[config.mk]
export PLATFORM = sky130hd
export DESIGN_NAME = pwmt_timer
export DESIGN_NICKNAME = d
export VERILOG_FILES = /design/src/rtl/pwmt_pkg.sv /design/src/rtl/pwmt_prescaler.sv /design/src/rtl/pwmt_channel.sv /design/src/rtl/pwmt_timer.sv
export SDC_FILE = /design/constraint.sdc
export NUM_CORES = 1
export LEC_CHECK = 0
export CAP_MARGIN = 30
export CORE_UTILIZATION = 40
export CTS_CLUSTER_SIZE = 20
export DETAILED_ROUTE_END_ITERATION = 8
export HOLD_SLACK_MARGIN = 0.08
export PLACE_DENSITY_LB_ADDON = 0.12
export REMOVE_ABC_BUFFERS = 1
export SYNTH_ARGS = -nofsm -noshare
export SYNTH_HDL_FRONTEND = slang
export SYNTH_SLANG_ARGS = --single-unit
[constraint.sdc]
create_clock -name clk -period 4.3 [get_ports clk]
set_clock_uncertainty 0.15 [all_clocks]
set_input_delay 0.645 -clock clk [delete_from_list [all_inputs] [get_ports clk]]
set_output_delay 0.645 -clock clk [all_outputs]
set_load 0.05 [all_outputs]
[src/rtl/pwmt_pkg.sv]
package pwmt_pkg;

  // pin modes held in control bits [4:3]
  typedef enum logic [1:0] {
    PIN_WAVE     = 2'd0,
    PIN_IDLE     = 2'd1,
    PIN_ACTIVE   = 2'd2,
    PIN_WAVE_ALT = 2'd3
  } pin_mode_e;

  // register offsets inside a channel's four-word window
  localparam logic [1:0] REG_CTRL   = 2'd0;
  localparam logic [1:0] REG_COUNT  = 2'd1;
  localparam logic [1:0] REG_DUTY   = 2'd2;
  localparam logic [1:0] REG_PERIOD = 2'd3;

  // control field layout
  localparam int PSEL_W = 2;
  localparam int CTRL_W = PSEL_W + 3;
  localparam int INV_BIT = PSEL_W;
  localparam int MODE_LSB = PSEL_W + 1;

endpackage

[src/rtl/pwmt_prescaler.sv]
module pwmt_prescaler #(
  parameter int SEL_W = 2
) (
  input  logic             clk,
  input  logic             rst_n,
  input  logic             run,
  input  logic             restart,
  input  logic [SEL_W-1:0] sel,
  output logic             tick
);
  // ratio is 4**sel, so the divider needs 2*(2**SEL_W - 1) bits
  localparam int DIV_W = 2 * ((1 << SEL_W) - 1);

  logic [DIV_W-1:0] div_q;
  logic [DIV_W-1:0] lim;

  assign lim  = ~({DIV_W{1'b1}} << (2 * sel));
  assign tick = run && (div_q == lim);

  always_ff @(posedge clk or negedge rst_n) begin
    if (!rst_n) begin
      div_q <= '0;
    end else if (!run || restart || tick) begin
      div_q <= '0;
    end else begin
      div_q <= div_q + 1'b1;
    end
  end
endmodule

[src/rtl/pwmt_channel.sv]
module pwmt_channel
  import pwmt_pkg::*;
#(
  parameter int CNT_W = 16
) (
  input  logic              clk,
  input  logic              rst_n,
  input  logic              run,      // run bit before this edge
  input  logic              run_nx,   // run bit after this edge
  input  logic [CNT_W-1:0]  wdata,
  input  logic              wr_ctrl,
  input  logic              wr_cnt,
  input  logic              wr_duty,
  input  logic              wr_per,
  output logic [CTRL_W-1:0] ctrl_o,
  output logic [CNT_W-1:0]  cnt_o,
  output logic [CNT_W-1:0]  buf_o,
  output logic [CNT_W-1:0]  duty_o,
  output logic [CNT_W-1:0]  per_o,
  output logic              tick_o,
  output logic              pin_o
);
  logic [PSEL_W-1:0] psel_q, psel_d;
  logic              inv_q, inv_d;
  pin_mode_e         mode_q, mode_d;
  logic [CNT_W-1:0]  cnt_q, cnt_d;
  logic [CNT_W-1:0]  buf_q, buf_d;
  logic [CNT_W-1:0]  duty_q, duty_d;
  logic [CNT_W-1:0]  per_q, per_d;
  logic              tick, wrap, act, pin_d, pin_q;

  pwmt_prescaler #(.SEL_W(PSEL_W)) u_prescaler (
    .clk     (clk),
    .rst_n   (rst_n),
    .run     (run),
    .restart (wr_ctrl),
    .sel     (psel_q),
    .tick    (tick)
  );

  assign wrap = tick && (cnt_q == per_q);

  always_comb begin
    psel_d = wr_ctrl ? wdata[PSEL_W-1:0] : psel_q;
    inv_d  = wr_ctrl ? wdata[INV_BIT] : inv_q;
    mode_d = wr_ctrl ? pin_mode_e'(wdata[MODE_LSB +: 2]) : mode_q;
    buf_d  = wr_duty ? wdata : buf_q;
    per_d  = wr_per ? wdata : per_q;

    if (!run && (wr_ctrl || wr_cnt)) cnt_d = '0;
    else if (wrap)                   cnt_d = '0;
    else if (tick)                   cnt_d = cnt_q + 1'b1;
    else                             cnt_d = cnt_q;

    // shadowed duty: live copy when stopped, reloaded at each clear when running
    duty_d = (!run || wrap) ? buf_d : duty_q;
  end

  // pin level from the state that this edge produces
  always_comb begin
    act = ~inv_d;
    unique case (mode_d)
      PIN_IDLE:   pin_d = ~act;
      PIN_ACTIVE: pin_d = act;
      default: begin
        if (!run_nx || (duty_d == '0)) pin_d = ~act;
        else if (duty_d == per_d)      pin_d = act;
        else                           pin_d = (cnt_d < duty_d) ? act : ~act;
      end
    endcase
  end

  always_ff @(posedge clk or negedge rst_n) begin
    if (!rst_n) begin
      psel_q <= '0;
      inv_q  <= 1'b0;
      mode_q <= PIN_WAVE;
      cnt_q  <= '0;
      buf_q  <= '0;
      duty_q <= '0;
      per_q  <= '0;
      pin_q  <= 1'b0;
    end else begin
      psel_q <= psel_d;
      inv_q  <= inv_d;
      mode_q <= mode_d;
      cnt_q  <= cnt_d;
      buf_q  <= buf_d;
      duty_q <= duty_d;
      per_q  <= per_d;
      pin_q  <= pin_d;
    end
  end

  assign ctrl_o = {mode_q, inv_q, psel_q};
  assign cnt_o  = cnt_q;
  assign buf_o  = buf_q;
  assign duty_o = duty_q;
  assign per_o  = per_q;
  assign tick_o = tick;
  assign pin_o  = pin_q;
endmodule

[src/rtl/pwmt_timer.sv]
module pwmt_timer
  import pwmt_pkg::*;
#(
  parameter int NUM_CH = 4,
  parameter int CNT_W  = 16,
  parameter int ADDR_W = 8
) (
  input  logic              clk,
  input  logic              rst_n,
  input  logic              bus_we,
  input  logic [ADDR_W-1:0] bus_addr,
  input  logic [CNT_W-1:0]  bus_wdata,
  output logic [CNT_W-1:0]  bus_rdata,
  output logic [NUM_CH-1:0] pwm_out
);
  localparam int CH_IDX_W = ADDR_W - 2;

  logic [NUM_CH-1:0] start_q, start_d;
  logic              wr_start;

  logic [NUM_CH-1:0][CNT_W-1:0]  cnt_all, buf_all, duty_all, per_all;
  logic [NUM_CH-1:0][CTRL_W-1:0] ctrl_all;
  logic [NUM_CH-1:0][1:0]        mode_all;
  logic [NUM_CH-1:0]             inv_all, tick_all;

  assign wr_start = bus_we && (bus_addr == '0);

  always_comb begin
    start_d = start_q;
    if (wr_start) start_d = bus_wdata[NUM_CH-1:0];
  end

  always_ff @(posedge clk or negedge rst_n) begin
    if (!rst_n) start_q <= '0;
    else        start_q <= start_d;
  end

  for (genvar c = 0; c < NUM_CH; c++) begin : g_ch
    logic hit;
    assign hit = bus_we && (bus_addr[ADDR_W-1:2] == CH_IDX_W'(c + 1));

    pwmt_channel #(.CNT_W(CNT_W)) u_channel (
      .clk     (clk),
      .rst_n   (rst_n),
      .run     (start_q[c]),
      .run_nx  (start_d[c]),
      .wdata   (bus_wdata),
      .wr_ctrl (hit && (bus_addr[1:0] == REG_CTRL)),
      .wr_cnt  (hit && (bus_addr[1:0] == REG_COUNT)),
      .wr_duty (hit && (bus_addr[1:0] == REG_DUTY)),
      .wr_per  (hit && (bus_addr[1:0] == REG_PERIOD)),
      .ctrl_o  (ctrl_all[c]),
      .cnt_o   (cnt_all[c]),
      .buf_o   (buf_all[c]),
      .duty_o  (duty_all[c]),
      .per_o   (per_all[c]),
      .tick_o  (tick_all[c]),
      .pin_o   (pwm_out[c])
    );

    assign inv_all[c]  = ctrl_all[c][INV_BIT];
    assign mode_all[c] = ctrl_all[c][MODE_LSB +: 2];
  end

  always_comb begin
    bus_rdata = '0;
    if (bus_addr == '0) bus_rdata[NUM_CH-1:0] = start_q;
    for (int c = 0; c < NUM_CH; c++) begin
      if (bus_addr[ADDR_W-1:2] == CH_IDX_W'(c + 1)) begin
        unique case (bus_addr[1:0])
          REG_CTRL:  bus_rdata = CNT_W'(ctrl_all[c]);
          REG_COUNT: bus_rdata = cnt_all[c];
          REG_DUTY:  bus_rdata = buf_all[c];
          default:   bus_rdata = per_all[c];
        endcase
      end
    end
  end
endmodule

==> metrics.txt <==
ANT nets after route=0; Comb pwr share=0.197; Synth Flop Type=dfrtp_1; Yosys reg bits=308; total CTS buffers=39; Port Buffers=46; DP Cell Count=2806; clock network power share=0.411; DP Wirelength=55.24 mm; DR pass1 iterations=7; CP required=4.60 ns; top-area cell type share of the netlist area=0.4031; DRC Markers=3; LEAKAGE=12.38 nW; Max Slew Vio Count=0; Post-synth ARST share=1.000; Finished Cell Area=24210 um^2; fill count=4368; Internal Pwr Total=5.810 mW; all-layer global routing usage=0.2998; crit start category=flip-flop; die area=48680 um^2; Arrival @ worst endpoint=4.42 ns; Routed WL=71.70 mm; Slew HR=0.4358; Die H=220.6 um; 1st-iter DRT viols=1441; crit end category=flip-flop; CTS tree=built; minimum clock period=4.115 ns; commonest cells in the netlist=dfrtp_1 (308), inv_1 (146), mux2_2 (133); GP Congestion=0.9962; failing checks=DRC; worst skew pair latency=0.58 ns; CP max-delay cell=or3_1; # IOs=47; Final Hold Viols=0; initial core utilization=0.4081; Final period util=0.9570; Min-Delay Path Class=input pin to async pin; M3 GR Usage=0.05801; Crit Path Class=flip-flop to flip-flop; die width=220.6 um; placed instance area=22760 um^2; P_sw=2.414 mW; outcome=finished, violations left; Seq/Total Area, Yosys=0.4031; CTS H-tree depth=2; crit path cell chain=or3_1 > a2111oi_4 > o221a_2 > nand4_1 > buf_6 > or3_1 > a21oi_2 > ha_1 > a21o_1 > a21oi_1 > nor2b_1 > o21ai_1 > nand4b_1 > a31o_2 > o221ai_1 > nor3b_2; Longest Clk Path Bufs=3; pin count of the biggest net entering global routing=119; syn avg cell area=9.958 um^2; post-synthesis cell area=19120 um^2; CTS clk-pin slew, worst paths=0.06 ns; max-cap viol count=0; met2 Resource Use GR=0.4522; CTS Root Buffer Type=clkbuf_16; CP most frequent cell=or3_1; EDFF count, synth=0; critical path peak fanout=5; CP peak stage delay=0.42 ns; antenna fix cells=0; Max Clk Rate=0.2430 GHz; Core ar.=46850 um^2; Yosys cell types=79; count leader, synth=dfrtp_1; post-synth top area cell=dfrtp_1; sequential power share=0.393; Rows=79; first-pass GRT wire length=106.7 mm; Mapped Cells=1920; share of layout cells above drive strength 1=0.2710; initial antenna violation count=0; Sw Ratio=0.2935; YS warnings=0; M1 GR Usage=0.4304; vias in the first global route=16590; setup violators final=0; total grt overflow=0; Sink Count=308; Routed WL per cell=24.93 um; synth top area cells=dfrtp_1 (40%), mux2_2 (7.8%), ha_1 (5.0%); Pwr Density=339.7 nW/um^2; Max VDD drop=0.3025 mV; Worst-Margin Slew=0.8375 ns; Final nets=2346; vias post-DR=16630; Finished Layout Cells=2876; synth-to-layout area growth=26.62%; average vias per placed instance=5.781; layer with the highest usage=met2
==> power by group through the flow <==
stage          clock network (mW)  logic, mW  registers, mW
6_report                     3.38       1.62           3.23
4_1_cts                      3.45       1.59           3.22
5_1_grt                      3.55       1.75           3.24
3_5_place_dp                    0       1.58           3.27
2_1_floorplan                   0      0.781           3.25
3_3_place_gp                    0       1.57           3.27
==> state kept, by name (all words and copies together), names as in the netlist <==
signal                            cells
g_ch.u_channel.buf_o                 64
g_ch.u_channel.cnt_o                 64
g_ch.u_channel.duty_o                64
g_ch.u_channel.per_o                 64
g_ch.u_channel.u_prescaler.div_q     24
g_ch.u_channel.mode_q                 8
g_ch.u_channel.psel_q                 8
g_ch.u_channel.inv_q                  4
g_ch.u_channel.pin_o                  4
start_q                               4
==> what timing repair did <==
item	CTS	global route
pin swaps	1	5
buffers inserted	0	2
gates resized for setup	3	27
cloned	0	0
hold buffers	1	0
hold endpoints to repair	27	0
setup endpoints to repair	1	4
==> through the flow <==
stage | util | setup TNS (ns) | hold WS (ns) | setup WS, ns | power, mW
2_1_floorplan | - | -2.048 | 0.1994 | -0.7798 | 4.028
3_3_place_gp | 0.4858 | -0.9756 | 0.3697 | -0.4087 | 4.842
3_5_place_dp | 0.4858 | -1.221 | 0.3741 | -0.4469 | 4.854
4_1_cts | 0.5141 | 0 | 0.3638 | 0.01254 | 8.265
5_1_grt | 0.5167 | -0.04083 | 0.3898 | -0.02743 | 8.542
6_report | 0.5167 | 0 | 0.3690 | 0.1850 | 8.224
==> cell type report <==
cell class | count | area (um^2) | share of cell area
Inverter | 146 | 548.0 | 0.02264
Clock inverter | 11 | 147.6 | 0.006099
Clock buffer | 56 | 1151 | 0.04755
Sequential cell | 308 | 7709 | 0.3184
Tap cell | 607 | 759.5 | 0.03137
Timing Repair Buffer | 376 | 3296 | 0.1361
Multi-Input combinational cell | 1372 | 10600 | 0.4378
==> logic make-up (layout without fill, tap and decap cells) <==
logic type / count (synthesis) / in the layout / share of synthesized area
muxes: 252 / 252 / 0.1550
and+or+nand+nor: 489 / 489 / 0.1302
DFF: 308 / 308 / 0.4031
buffers and inverters: 240 / 589 / 0.05052
xor gates and xnor gates: 181 / 181 / 0.08291
adders and majority gates: 77 / 77 / 0.05026
AOI/OAI and AO/OA: 373 / 373 / 0.1280
==> cells in the final DEF (no fill, tap or decap), types with 42 or more instances in the layout <==
cell type,count
buf_4,314
nand2_1,114
nand4_1,46
inv_1,146
nand3_1,42
xor2_1,97
nor2_1,111
a21oi_1,61
o21ai_0,106
ha_1,76
mux2i_1,89
dfrtp_1,307
nor4_1,50
xnor2_1,84
mux2_2,133
==> worst max-delay path, delay by kind of cell (launching register included) <==
family | cells | cell delay (ns)
AOI/OAI and AO/OA | 8 | 1.71
adders and majority gates | 1 | 0.27
buffers and inverters | 1 | 0.20
DFF | 1 | 0.38
and+or+nand+nor | 6 | 1.29
==> layer usage <==
layer / vias up / wire length [um]
met5: - / 0
met4: 0 / 2401
met3: 127 / 4989
met2: 613 / 31200
met1: 8277 / 33110
li1: 7610 / -
==> path summary, 6_finish.rpt <==
kind / startpoint / endpoint / slack, ns / cells after the start
worst max register to register: g_ch[3].u_channel.psel_q[0] / g_ch[3].u_channel.pin_o / 0.18 / 16
worst min register to register: g_ch[2].u_channel.u_prescaler.div_q[0] / g_ch[2].u_channel.u_prescaler.div_q[0] / 0.38 / 1
max in group asynchronous: rst_n / g_ch[0].u_channel.psel_q[1] / 2.53 / 3
worst max-delay path: g_ch[3].u_channel.psel_q[0] / g_ch[3].u_channel.pin_o / 0.18 / 16
worst min-delay path: rst_n / g_ch[3].u_channel.pin_o / 0.37 / 2
min in group clk: g_ch[2].u_channel.u_prescaler.div_q[0] / g_ch[2].u_channel.u_prescaler.div_q[0] / 0.38 / 1
Power figures use the tool's default switching activity.
